==> src/rtl/nss_pkg.sv <==
package nss_pkg;

  localparam int CFG_W = 32;
  localparam int CNT_W = 6;
  localparam logic [CFG_W-1:0] CFG_DEFAULT = 32'h0432_229C;

  typedef enum logic [2:0] {
    PH_IDLE   = 3'd0,
    PH_SETUP  = 3'd1,
    PH_STROBE = 3'd2,
    PH_HOLD   = 3'd3,
    PH_TURN   = 3'd4
  } phase_t;

  typedef struct packed {
    logic [3:0] wr_setup;
    logic [5:0] wr_strobe;
    logic [2:0] wr_hold;
    logic [3:0] rd_setup;
    logic [5:0] rd_strobe;
    logic [2:0] rd_hold;
    logic [1:0] gap;
  } timing_t;

  // Field extraction; bits 31,30,1,0 carry no timing.
  function automatic timing_t unpack_timing(input logic [29:2] w);
    timing_t t;
    t.wr_setup  = w[29:26];
    t.wr_strobe = w[25:20];
    t.wr_hold   = w[19:17];
    t.rd_setup  = w[16:13];
    t.rd_strobe = w[12:7];
    t.rd_hold   = w[6:4];
    t.gap       = w[3:2];
    return t;
  endfunction

  // Counter load values: a phase with load N lasts N+1 cycles.
  function automatic logic [CNT_W-1:0] setup_load(input timing_t t, input logic rd);
    return rd ? CNT_W'(t.rd_setup) : CNT_W'(t.wr_setup);
  endfunction

  function automatic logic [CNT_W-1:0] strobe_load(input timing_t t, input logic rd);
    return rd ? CNT_W'(t.rd_strobe) : CNT_W'(t.wr_strobe);
  endfunction

  function automatic logic [CNT_W-1:0] hold_load(input timing_t t, input logic rd);
    return rd ? CNT_W'(t.rd_hold) : CNT_W'(t.wr_hold);
  endfunction

  function automatic logic in_window(input phase_t p);
    return (p == PH_SETUP) || (p == PH_STROBE) || (p == PH_HOLD);
  endfunction

endpackage

==> src/rtl/nss_cfg_reg.sv <==
module nss_cfg_reg
  import nss_pkg::*;
#(
  parameter int          WORD_W    = CFG_W,
  parameter logic [31:0] RESET_VAL = CFG_DEFAULT
) (
  input  logic              clk,
  input  logic              rst_n,
  input  logic              cfg_we,
  input  logic [WORD_W-1:0] cfg_wdata,
  output timing_t           timing
);

  localparam int FIELD_HI = 29;
  localparam int FIELD_LO = 2;

  logic [FIELD_HI:FIELD_LO] field_q;
  logic                     unused_ctl;

  // Strobe-mode, wait-enable and bus-size bits are fixed; they are not stored.
  assign unused_ctl = ^{cfg_wdata[WORD_W-1:FIELD_HI+1], cfg_wdata[FIELD_LO-1:0]};

  always_ff @(posedge clk) begin
    if (!rst_n)      field_q <= RESET_VAL[FIELD_HI:FIELD_LO];
    else if (cfg_we) field_q <= cfg_wdata[FIELD_HI:FIELD_LO];
  end

  assign timing = unpack_timing(field_q);

endmodule

==> src/rtl/nss_sequencer.sv <==
module nss_sequencer
  import nss_pkg::*;
#(
  parameter int DATA_W = 8
) (
  input  logic              clk,
  input  logic              rst_n,
  input  timing_t           timing,
  input  logic              req_valid,
  input  logic              req_rd,
  input  logic [DATA_W-1:0] req_wdata,
  input  logic              req_cmd,
  input  logic              req_addr,
  output logic              req_ready,
  input  logic [DATA_W-1:0] dq_in,
  output phase_t            phase,
  output logic              acc_rd,
  output logic              acc_cmd,
  output logic              acc_addr,
  output logic [DATA_W-1:0] acc_wdata,
  output logic              rsp_valid,
  output logic [DATA_W-1:0] rsp_rdata,
  output logic              acc_start,
  output logic              strobe_last,
  output logic              turn_done
);

  phase_t           ph_q;
  logic [CNT_W-1:0] cnt_q;
  logic [CNT_W-1:0] stb_q, hold_q, gap_q;
  logic             cnt_zero;

  assign cnt_zero    = (cnt_q == '0);
  assign req_ready   = (ph_q == PH_IDLE);
  assign acc_start   = req_valid && req_ready;
  assign strobe_last = (ph_q == PH_STROBE) && cnt_zero;
  assign turn_done   = (ph_q == PH_TURN) && cnt_zero;
  assign phase       = ph_q;

  always_ff @(posedge clk) begin
    if (!rst_n) begin
      ph_q      <= PH_IDLE;
      cnt_q     <= '0;
      stb_q     <= '0;
      hold_q    <= '0;
      gap_q     <= '0;
      acc_rd    <= 1'b0;
      acc_cmd   <= 1'b0;
      acc_addr  <= 1'b0;
      acc_wdata <= '0;
    end else begin
      unique case (ph_q)
        PH_IDLE: if (acc_start) begin
          ph_q      <= PH_SETUP;
          cnt_q     <= setup_load(timing, req_rd);
          stb_q     <= strobe_load(timing, req_rd);
          hold_q    <= hold_load(timing, req_rd);
          gap_q     <= CNT_W'(timing.gap);
          acc_rd    <= req_rd;
          acc_cmd   <= req_cmd;
          acc_addr  <= req_addr && !req_cmd;
          acc_wdata <= req_wdata;
        end
        PH_SETUP: if (cnt_zero) begin
          ph_q  <= PH_STROBE;
          cnt_q <= stb_q;
        end else cnt_q <= cnt_q - 1'b1;
        PH_STROBE: if (cnt_zero) begin
          ph_q  <= PH_HOLD;
          cnt_q <= hold_q;
        end else cnt_q <= cnt_q - 1'b1;
        PH_HOLD: if (cnt_zero) begin
          ph_q  <= PH_TURN;
          cnt_q <= gap_q;
        end else cnt_q <= cnt_q - 1'b1;
        PH_TURN: if (cnt_zero) ph_q <= PH_IDLE;
                 else cnt_q <= cnt_q - 1'b1;
        default: ph_q <= PH_IDLE;
      endcase
    end
  end

  always_ff @(posedge clk) begin
    if (!rst_n) begin
      rsp_valid <= 1'b0;
      rsp_rdata <= '0;
    end else begin
      rsp_valid <= strobe_last && acc_rd;
      if (strobe_last && acc_rd) rsp_rdata <= dq_in;
    end
  end

endmodule

==> src/rtl/nss_pin_drive.sv <==
module nss_pin_drive
  import nss_pkg::*;
#(
  parameter int DATA_W = 8
) (
  input  phase_t            phase,
  input  logic              acc_rd,
  input  logic              acc_cmd,
  input  logic              acc_addr,
  input  logic [DATA_W-1:0] acc_wdata,
  output logic              sel_n,
  output logic              rd_n,
  output logic              wr_n,
  output logic              cmd_latch,
  output logic              addr_latch,
  output logic              dq_oe,
  output logic [DATA_W-1:0] dq_out
);

  logic win, strobing;

  always_comb begin
    win        = in_window(phase);
    strobing   = (phase == PH_STROBE);
    sel_n      = !win;
    rd_n       = !(strobing && acc_rd);
    wr_n       = !(strobing && !acc_rd);
    cmd_latch  = win && acc_cmd;
    addr_latch = win && acc_addr;
    dq_oe      = win && !acc_rd;
    dq_out     = dq_oe ? acc_wdata : '0;
  end

endmodule

==> src/rtl/nss_rb_sync.sv <==
module nss_rb_sync #(
  parameter int STAGES = 2
) (
  input  logic clk,
  input  logic rst_n,
  input  logic d,
  output logic q
);

  logic [STAGES-1:0] chain_q;

  generate
    if (STAGES == 1) begin : g_one
      always_ff @(posedge clk) begin
        if (!rst_n) chain_q <= '0;
        else        chain_q <= d;
      end
    end else begin : g_many
      always_ff @(posedge clk) begin
        if (!rst_n) chain_q <= '0;
        else        chain_q <= {chain_q[STAGES-2:0], d};
      end
    end
  endgenerate

  assign q = chain_q[STAGES-1];

endmodule

==> src/rtl/nand_strobe_seq.sv <==
module nand_strobe_seq
  import nss_pkg::*;
#(
  parameter int          DATA_W      = 8,
  parameter int          SYNC_STAGES = 2,
  parameter logic [31:0] CFG_RESET   = CFG_DEFAULT
) (
  input  logic              clk,
  input  logic              rst_n,
  input  logic              cfg_we,
  input  logic [CFG_W-1:0]  cfg_wdata,
  input  logic              req_valid,
  output logic              req_ready,
  input  logic              req_rd,
  input  logic [DATA_W-1:0] req_wdata,
  input  logic              req_cmd,
  input  logic              req_addr,
  output logic              rsp_valid,
  output logic [DATA_W-1:0] rsp_rdata,
  output logic              nand_sel_n,
  output logic              nand_rd_n,
  output logic              nand_wr_n,
  output logic              nand_cmd_latch,
  output logic              nand_addr_latch,
  output logic [DATA_W-1:0] nand_dq_out,
  output logic              nand_dq_oe,
  input  logic [DATA_W-1:0] nand_dq_in,
  input  logic              nand_rb,
  output logic              stat_ready
);

  timing_t           timing;
  phase_t            phase;
  logic              acc_rd, acc_cmd, acc_addr;
  logic [DATA_W-1:0] acc_wdata;
  logic              acc_start, strobe_last, turn_done;

  nss_cfg_reg #(.WORD_W(CFG_W), .RESET_VAL(CFG_RESET)) u_cfg (
    .clk(clk), .rst_n(rst_n), .cfg_we(cfg_we), .cfg_wdata(cfg_wdata), .timing(timing)
  );

  nss_sequencer #(.DATA_W(DATA_W)) u_seq (
    .clk(clk), .rst_n(rst_n), .timing(timing),
    .req_valid(req_valid), .req_rd(req_rd), .req_wdata(req_wdata),
    .req_cmd(req_cmd), .req_addr(req_addr), .req_ready(req_ready),
    .dq_in(nand_dq_in), .phase(phase),
    .acc_rd(acc_rd), .acc_cmd(acc_cmd), .acc_addr(acc_addr), .acc_wdata(acc_wdata),
    .rsp_valid(rsp_valid), .rsp_rdata(rsp_rdata),
    .acc_start(acc_start), .strobe_last(strobe_last), .turn_done(turn_done)
  );

  nss_pin_drive #(.DATA_W(DATA_W)) u_pins (
    .phase(phase), .acc_rd(acc_rd), .acc_cmd(acc_cmd), .acc_addr(acc_addr),
    .acc_wdata(acc_wdata), .sel_n(nand_sel_n), .rd_n(nand_rd_n), .wr_n(nand_wr_n),
    .cmd_latch(nand_cmd_latch), .addr_latch(nand_addr_latch),
    .dq_oe(nand_dq_oe), .dq_out(nand_dq_out)
  );

  nss_rb_sync #(.STAGES(SYNC_STAGES)) u_rb (
    .clk(clk), .rst_n(rst_n), .d(nand_rb), .q(stat_ready)
  );

endmodule

==> config.mk <==
export PLATFORM = sky130hd
export DESIGN_NAME = nand_strobe_seq
export DESIGN_NICKNAME = d
export VERILOG_FILES = /design/src/rtl/nss_pkg.sv /design/src/rtl/nss_cfg_reg.sv /design/src/rtl/nss_sequencer.sv /design/src/rtl/nss_pin_drive.sv /design/src/rtl/nss_rb_sync.sv /design/src/rtl/nand_strobe_seq.sv
export SDC_FILE = /design/constraint.sdc
export NUM_CORES = 1
export LEC_CHECK = 0
export CORE_MARGIN = 2
export CORE_UTILIZATION = 50
export CTS_CLUSTER_SIZE = 40
export DETAILED_ROUTE_END_ITERATION = 8
export DONT_BUFFER_PORTS = 1
export PLACE_DENSITY = 0.77
export SLEW_MARGIN = 0
export SYNTH_ARGS = -nofsm -noshare
export SYNTH_HDL_FRONTEND = slang
export SYNTH_SLANG_ARGS = --single-unit
==> constraint.sdc <==
create_clock -name clk -period 2.4 [get_ports clk]
set_clock_uncertainty 0.1 [all_clocks]
set_input_delay 0.36 -clock clk [delete_from_list [all_inputs] [get_ports clk]]
set_output_delay 0.36 -clock clk [all_outputs]
set_load 0.01 [all_outputs]
## Yosys cells after proc, flatten, opt, wreduce, memory -nomap -nowiden

Cells that the tools add are included.

- Register bits: 73
- Latch bits: 0
- Memory bits (writable): 0
- Bits in read-only memories: 0
- Output and inout port bits: 25
- Logic and storage cells: 62
- Memories: 0

- Add/sub/neg operators: 1
- Multiply operators: 0
- Div/mod/pow operators: 0
- $lt $le $gt $ge: 0
- Eq/ne operators: 10
- Shift operators: 0
- Multiplexer cells: 16
- Bitwise logic cells: 0
- Reduce and logical (&&, ||, !) cells: 22

Operators by type and width:

| kind | number |
|---|---|
| $mux 6 | 6 |
| $pmux 6 s5 | 1 |
| $mux 3 | 6 |
| $pmux 3 s5 | 1 |
| $ne 2x2->1 const B | 5 |
| $logic_and 1x1->1 | 9 |
| $mux 8 | 1 |
| $eq 3x2->1 const B | 2 |
| $logic_not 6->1 | 1 |
| $sub 6x1->6 const B | 1 |
| $logic_not 1->1 | 5 |
| $reduce_and 5->1 | 1 |
| $reduce_bool 5->1 | 1 |
| $mux 4 | 1 |
| $eq 3x1->1 const B | 1 |
| $eq 3x3->1 const B | 1 |
| $logic_not 3->1 | 1 |
| $reduce_and 3->1 | 1 |
| $logic_or 1x1->1 | 2 |
| $ne 2x1->1 const B | 1 |
| $reduce_and 2->1 | 1 |

## Longest topological paths before layout

Gate-level depths: netlist of the first run.

- Depth in word-level cells: 5
- Gate-level depth with buffers: 8
- Mapped depth without buffers: 7

## Cells and area by module

From an unflattened synthesis of the first run, not the netlist that was laid out.

- Cells, all modules: 357
- Area total of the unflattened synthesis: 3370.7 um2

Modules (own cells, without submodules):

| module | instances | cells an instance | area each (um2) | sequential area each (um2) |
|---|---|---|---|---|
| nss_sequencer | 1 | 245 | 2089.5 | 800.8 |
| nss_cfg_reg | 1 | 90 | 1046.0 | 560.5 |
| nss_pin_drive | 1 | 18 | 182.7 | 0.0 |
| nss_rb_sync | 1 | 4 | 52.6 | 40.0 |

## Least setup slack after synthesis of the first run

No wires, ideal clock.

- Kind: reg2out
- Start point: register u_seq.ph_q[1] (netlist: u_seq.phase[1])
- End point: output nand_dq_out[0]
- Data arrival time: 1.440 ns
- Data required time: 1.940 ns
- Setup slack: 0.500 ns
- Cell stages (with the launch flop): 6
- Cell sequence: dfxtp_1 nor2_2 nor2_1 clkinv_1 nor2_1 and2_1

- Longest elaborated chain between the ends: 5
- Elaborated cells on any way between the ends: 7
- Those cells by class: 3 x eq/ne; 1 x mux; 3 x reduce/logical

Ends and longest elaborated chain:

| item | line | source |
|---|---|---|
| start, declared | nss_sequencer.sv:28 | `phase_t ph_q;` |
| start signal, assigned | nss_sequencer.sv:42 | `ph_q <= PH_IDLE;` |
| start signal, assigned | nss_sequencer.sv:54 | `ph_q <= PH_SETUP;` |
| start signal, assigned | nss_sequencer.sv:65 | `ph_q <= PH_STROBE;` |
| $eq 3x1->1 or $eq 3x2->1 (tied branches) | nss_pkg.sv:52 | `return (p == PH_SETUP) \|\| (p == PH_STROBE) \|\| (p == PH_HOLD);` |
| $logic_or 1x1->1 | nss_pkg.sv:52 |  |
| $logic_or 1x1->1 (*) | nss_pkg.sv:52 |  |
| $logic_and 1x1->1 (*) | nss_pin_drive.sv:30 | `dq_oe = win && !acc_rd;` |
| net nand_dq_oe | nand_strobe_seq.sv:26 | `output logic nand_dq_oe,` |
| $mux 8 (*) | nss_pin_drive.sv:31 | `dq_out = dq_oe ? acc_wdata : '0;` |
| end, declared | nand_strobe_seq.sv:25 | `output logic [DATA_W-1:0] nand_dq_out,` |

The timed path passes the listed nets; every way through them passes the cells marked *.

## Worst setup path after layout of the first run

- Start point: register u_seq.ph_q[1] (netlist: u_seq.phase[1])
- End point: output nand_dq_out[3]

- Longest elaborated chain between the ends: 5
- Elaborated cells on any way between the ends: 7
- Those cells by class: 3 x eq/ne; 1 x mux; 3 x reduce/logical

Ends and longest elaborated chain:

| item | line |
|---|---|
| $eq 3x1->1 or $eq 3x2->1 (tied branches) | nss_pkg.sv:52 |
| $logic_or 1x1->1 | nss_pkg.sv:52 |
| $logic_or 1x1->1 (*) | nss_pkg.sv:52 |
| $logic_and 1x1->1 (*) | nss_pin_drive.sv:30 |
| $mux 8 (*) | nss_pin_drive.sv:31 |

Every way passes the cells marked *; elsewhere a longest branch is shown, timed or not.

==> results.cfg, run 1 <==
[grt]
grt_util_all_layers_pct = 20.03
globalRouteOverflowTotal = 0
grt_pass1_wl_microns = 11310
pin_count_of_the_biggest_net_entering_global_routing = 32
grt_pass1_vias = 2383
initial_antenna_violation_count = 0

[floorplan]
core_area_sq_um = 5991
design.portCount = 81
dieWidth_microns = 83.27
std_cell_rows = 28
initial_util_pct = 52.44
dieHeight_microns = 83.27
dieArea_sq_um = 6934

[worst_setup_path]
critPathKind = reg -> out
rr_startpoint = u_seq.cnt_q[0]$_SDFFE_PN0P_
critical_path_peak_fanout = 9
worstRegToRegCells = 7
timing.rr.end = u_seq.cnt_q[2]$_SDFFE_PN0P_
cp-start-kind = flip-flop
critical_path_arrival_ns = 1.72
timing.critical_path.required_ns = 1.94
critical_path.endpoint_type = primary output
rrSetupSlack_ns = 0.50

[detailed_routing]
postRouteWirelength_microns = 6749
drt_first_pass_iters = 4
first_iter_violations = 112
drt_drc_violations_left = 0
vias_per_cell = 5.560
detailroute.via_count = 2424
wire_per_inst_microns = 15.48
ant_nets = 0

[logic_synthesis]
yosysTopAreaCellShare_pct = 44.60
synth_top_cell_by_area = dfxtp_1
synth.net_count = 414
yosysMostFrequentCell = dfxtp_1
synthesis.yosys.warnings = 0
synth.avg_cell_area_sq_um = 8.825
synth-main-ff-cell = dfxtp_1
synth_sequential_area_ratio_pct = 44.60
netlist_instances = 356
synth_top_cells_by_count = dfxtp_1, mux2i_1, nand2_1
synthArstFlopShare_pct = 0
mappedNetlistArea_sq_um = 3142
synth_area_leaders = dfxtp_1, mux2i_1, nand2_1, nor2_1, a21oi_1
synth_edf_count = 0
synth.ff_latch_count = 70
synth_cell_type_count = 43

[min_path]
critical_hold_path_startpoint = rst_n
min_delay_worst_endpoint = u_rb.chain_q[1]$_SDFF_PN0_
hold_path_depth = 1
hold_path.class = in -> reg

[clocking]
cts_buffers = 9
tritoncts_clock_tree = built
later_pin_clock_latency_in_the_skew_report_ns = 0.34
cts_htree_levels = 3
clock_sink_count = 70
clk_transition_reported_paths_ns = 0.07
clock_path_buffers = 2
clock_tree_root = clkbuf_8

[sta]
rsz0062_at_grt = false
slew_headroom_pct = 64.00
fmaxAchievable_ghz = 0.4587
max_slew.worst_pin.slew_ns = 0.5387
post-route-worst-setup-slack_ns = 0.2199
report.final.slew_viol_count = 0
post-route-min-period_ns = 2.180
timing.final.setup_violations = 0
final.period_utilization_pct = 90.84
hold_viol_final = 0
accumulated_negative_setup_slack_ns = 0

[placement]
place.port_buffers = 0
place_hpwl_microns = 4774
placement.setup.worst_slack_ns = 0.5043
gp_routability_congestion = 0.8681

[power]
power-per-cell-area_nw_per_um2 = 1167
vdd_drop_max_mv = 0.4960
finalPower_w = 0.003986
static-leakage-power_nw = 1.471

[status]
run_status = complete, no violations

[cells_and_area]
drive_above_1_share_pct = 10.53
antenna_cells = 0
area_delta_synth_final_pct = 8.722
utilization_pct = 57.02
finish.net_count = 414

[run]
max_cap_viol_count = 0
cells in the final DEF, fill, tap and decap left out, types with 2 or more instances in the layout:
cell type  instances
nor2_1            46
nand3b_1           3
o21ai_0            5
xnor2_1            2
nand2_1           50
nor2_2             3
ha_1               2
or3_1              2
clkinv_1           2
nor2b_1            3
mux2i_1           50
nor4_1             2
a22oi_1            2
buf_4             10
clkbuf_8          11
o22ai_1            6
xor2_1             2
a21oi_1           24
inv_1              8
nor3_1             3
a31oi_1            2
and2_1            12
a211oi_1          13
clkinv_2           2
or2_2              2
nand3_1            4
dfxtp_1           70
worst max-delay path, stage by stage, from the launching register on:
cell and delay, ns:
dfxtp_1 0.49, nor2_2 0.06, nor2_1 0.18, clkinv_1 0.15
nor2_2 0.26, and2_1 0.24
through the flow:
stage	hold WS [ns]	cell area, sq um	std cells
2_1_floorplan	0.3119	3142	356
3_3_place_gp	0.3188	3196	419
3_5_place_dp	0.3196	3196	419
4_1_cts	0.02211	3413	436
5_1_grt	0.01664	3416	436
6_report	0.03792	3416	436
flip-flops by register name, summed over array words and instances (netlist names), 3 cells and up:
signal and flops:
u_seq.cnt_q 6, u_seq.hold_q 3, u_cfg.timing 28, u_seq.acc_wdata 8
u_seq.phase 3, u_seq.stb_q 6, u_seq.rsp_rdata 8
power breakdown:
group          leakage (nW)  switching [W]  total, W  internal (W)
Combinational         0.789       0.000912   0.00152      0.000604
Sequential            0.576       0.000149   0.00149       0.00134
Clock                 0.106       0.000449  0.000985      0.000537
Total                  1.47        0.00151   0.00399       0.00248
cell families after synthesis:
logic type / after synthesis / share of synthesized area [%]
AO/OA/AOI/OAI: 61 / 12.35
XOR/XNOR: 4 / 1.115
adder cells (fa/ha/maj): 2 / 0.7964
buffers and inverters: 32 / 4.938
flip-flops: 70 / 44.60
multiplexers: 51 / 16.29
AND/OR/NAND/NOR: 136 / 19.91
metal layers:
layer | up-vias | routed length [microns] | global-route usage (%)
li1 | 1220 | - | -
met1 | 1129 | 2980 | 24.60
met2 | 65 | 3216 | 31.74
met3 | 10 | 438 | 7.555
met4 | 0 | 112 | 7.899
met5 | - | 0 | 0
layout make-up:
cell class              instances  area (sq um)
clock buffers                  11         151.4
clock inverters                 5         56.30
fillers                       533          2575
inverters                      10         37.54
multi-input cells             254          1590
flip-flops and latches         70          1401
well taps                      75         93.84
repair buffers                 11         85.08
repair_timing:
item | CTS | global route
endpoints found under the setup margin | 0 | 9
setup buffers | 0 | 0
gates resized for setup | 0 | 1
hold buffers | 1 | 0
hold endpoints to repair | 10 | 0
worst max-delay path by stage:
stage                                startpoint             end  cells after the start
floorplan           u_seq.phase[1]$_SDFFE_PN0P_  nand_dq_out[0]                      5
global placement    u_seq.phase[1]$_SDFFE_PN0P_  nand_dq_out[3]                      5
detailed placement  u_seq.phase[1]$_SDFFE_PN0P_  nand_dq_out[3]                      5
CTS                 u_seq.phase[1]$_SDFFE_PN0P_  nand_dq_out[3]                      5
global route        u_seq.phase[1]$_SDFFE_PN0P_  nand_dq_out[5]                      5
finish              u_seq.phase[1]$_SDFFE_PN0P_  nand_dq_out[3]                      5
Power figures use the tool's default switching activity.
==> run 2: changes to the inputs <==
PLACE_DENSITY = 0.8   (was 0.77)
clock period = 1.8 ns   (was 2.4 ns; I/O delays follow)
==> run 2 against run 1 <==
Net effect: the flow now finishes with violations (hold timing, setup timing); critical endpoint is now u_seq.rsp_rdata[3]$_SDFFE_PN0P_; wire length is 66% higher; core utilization is 17 points higher; critical path depth unchanged; clock power increased by 62%.
==> results.cfg, run 2 (synthesis gave the netlist of run 1 again) <==
[status]
run_status = finished, violations left
violations_in_the_final_reports = hold timing, setup timing

[clocking]
clock_sink_count = 70
clock_path_buffers = 2
cts_buffers = 9
cts_htree_levels = 3
clock_tree_root = clkbuf_8
clk_transition_reported_paths_ns = 0.08
tritoncts_clock_tree = built
later_pin_clock_latency_in_the_skew_report_ns = 0.36

[floorplan]
dieHeight_microns = 83.27
design.portCount = 81
core_area_sq_um = 5991
dieArea_sq_um = 6934
initial_util_pct = 52.44
dieWidth_microns = 83.27
std_cell_rows = 28

[sta]
accumulated_negative_setup_slack_ns = -0.02129
rsz0062_at_grt = true
final.period_utilization_pct = 101.2
post-route-min-period_ns = 1.821
fin_hold_ws_ns = -0.005691
report.final.slew_viol_count = 0
slew_headroom_pct = 53.39
hold_viol_final = 1
post-route-worst-setup-slack_ns = -0.02129
timing.final.setup_violations = 1
fmaxAchievable_ghz = 0.5491
max_slew.worst_pin.slew_ns = 0.6992

[worst_setup_path]
critical_path.startpoint = u_seq.cnt_q[5]$_SDFFE_PN0P_
worstRegToRegCells = 5
critical_path_peak_fanout = 7
critical_path.slowest_cell = or4_4
cp_cell_sequence = or4_4, nor2_8, nand2b_2, mux2i_1, nor2_1
critical_path.endpoint_type = flip-flop
critical_path_arrival_ns = 1.96
timing.critical_path.required_ns = 1.94
rr_startpoint = u_seq.cnt_q[5]$_SDFFE_PN0P_
cp-start-kind = flip-flop
crit_buf_inv = 0
critPathMaxStageDelay_ns = 0.60
critical_path.top_delay_family = simple AND/OR/NAND/NOR gates
cp_num_cells = 5
critPathKind = reg -> reg

[min_path]
hold_path.class = in -> reg
hold_path_depth = 2
critical_hold_path_startpoint = cfg_wdata[10]

[placement]
gp_routability_congestion = 0.9098
place.port_buffers = 0
place_hpwl_microns = 4913
placement.setup.worst_slack_ns = 0.04126

[cells_and_area]
finish.net_count = 506
area_delta_synth_final_pct = 40.98
drive_above_1_share_pct = 17.26
multi_input_comb_area_sq_um = 1684
number_of_inserted_filler_cells_in_the_final_layout = 333
max_reg_flops = 28
sequential_cell_area_sq_um = 1405
layout.cells.most_common = dlygate4sd3_1
final_cell_mix = dlygate4sd3_1, dfxtp_1, nand2_1, mux2i_1, nor2_1

[detailed_routing]
vias_per_cell = 6.108
ant_nets = 0
drt_first_pass_iters = 5
wire_per_inst_microns = 21.26
postRouteWirelength_microns = 11230
first_iter_violations = 423
drt_drc_violations_left = 0
detailroute.via_count = 3225

[run]
max_cap_viol_count = 0

[power]
static-leakage-power_nw = 1.907
finalPower_w = 0.006576
power-per-cell-area_nw_per_um2 = 1485
vdd_drop_max_mv = 0.8647

[grt]
grt_util_all_layers_pct = 30.17
grt_pass1_vias = 3208
grt_pass1_wl_microns = 16460
initial_antenna_violation_count = 1
pin_count_of_the_biggest_net_entering_global_routing = 32
globalRouteOverflowTotal = 0
-- run 2: cell types whose count changed in the layout (fill, tap and decap cells not counted), sizes merged, moves of 2 or more --
cell	previous run	this run
bufinv	1	3
buf	10	29
clkinv	4	2
dlygate4sd3	1	71
-- run 2: area by class of cell --
class / instances / area share (%)
multi-input cells: 256 / 38.02
diodes: 1 / 0.05650
inverters: 10 / 0.9605
flip-flops and latches: 70 / 31.72
clock buffers: 10 / 3.107
clock inverters: 5 / 2.401
repair buffers: 101 / 21.61
well taps: 75 / 2.119
-- run 2: where the power goes --
part	total, W	switching, W	internal, W
Clock	0.00160	0.000648	0.000956
Sequential	0.00200	0.000213	0.00179
Combinational	0.00297	0.00167	0.00131
Total	0.00658	0.00253	0.00405
-- run 2: path summary, 6_finish.rpt --
check                                     to  slack, ns
min reg2reg       u_rb.chain_q[1]$_SDFF_PN0_       0.34
max reg2reg  u_seq.rsp_rdata[3]$_SDFFE_PN0P_      -0.02
max          u_seq.rsp_rdata[3]$_SDFFE_PN0P_      -0.02
min             u_cfg.timing[8]$_SDFFE_PN0P_     -0.006
-- run 2: worst reg2reg max path: cells and delay by family, from the launching register on --
kind             cells  cell delay [ns]
DFF                  1             0.34
and+or+nand+nor      4             1.03
muxes                1             0.24
-- run 2: timing repair --
| item | 4_1_cts | 5_1_grt |
|---|---|---|
| setup endpoints to repair | 9 | 34 |
| cloned | 1 | 1 |
| gates resized for setup | 12 | 18 |
| hold endpoints to repair | 54 | 1 |
| buffers inserted | 0 | 7 |
| pin swaps | 2 | 5 |
| hold buffers | 71 | 1 |
-- run 2: stage by stage --
stage / cell area, sq um / utilization (%) / std cells
final: 4429 / 73.93 / 528
after global routing: 4429 / 73.93 / 528
after CTS: 4299 / 71.76 / 518
after detailed placement: 3301 / 55.10 / 431
after global placement: 3301 / 55.10 / 431
after floorplan: 3144 / - / 356
-- run 2: routing by layer --
layer,vias up,global-route usage [%],wire length (microns)
met2,245,54.25,5588
met4,0,14.16,692
met3,66,8.549,1031
li1,1407,-,-
met5,-,0,0
met1,1507,32.42,3915
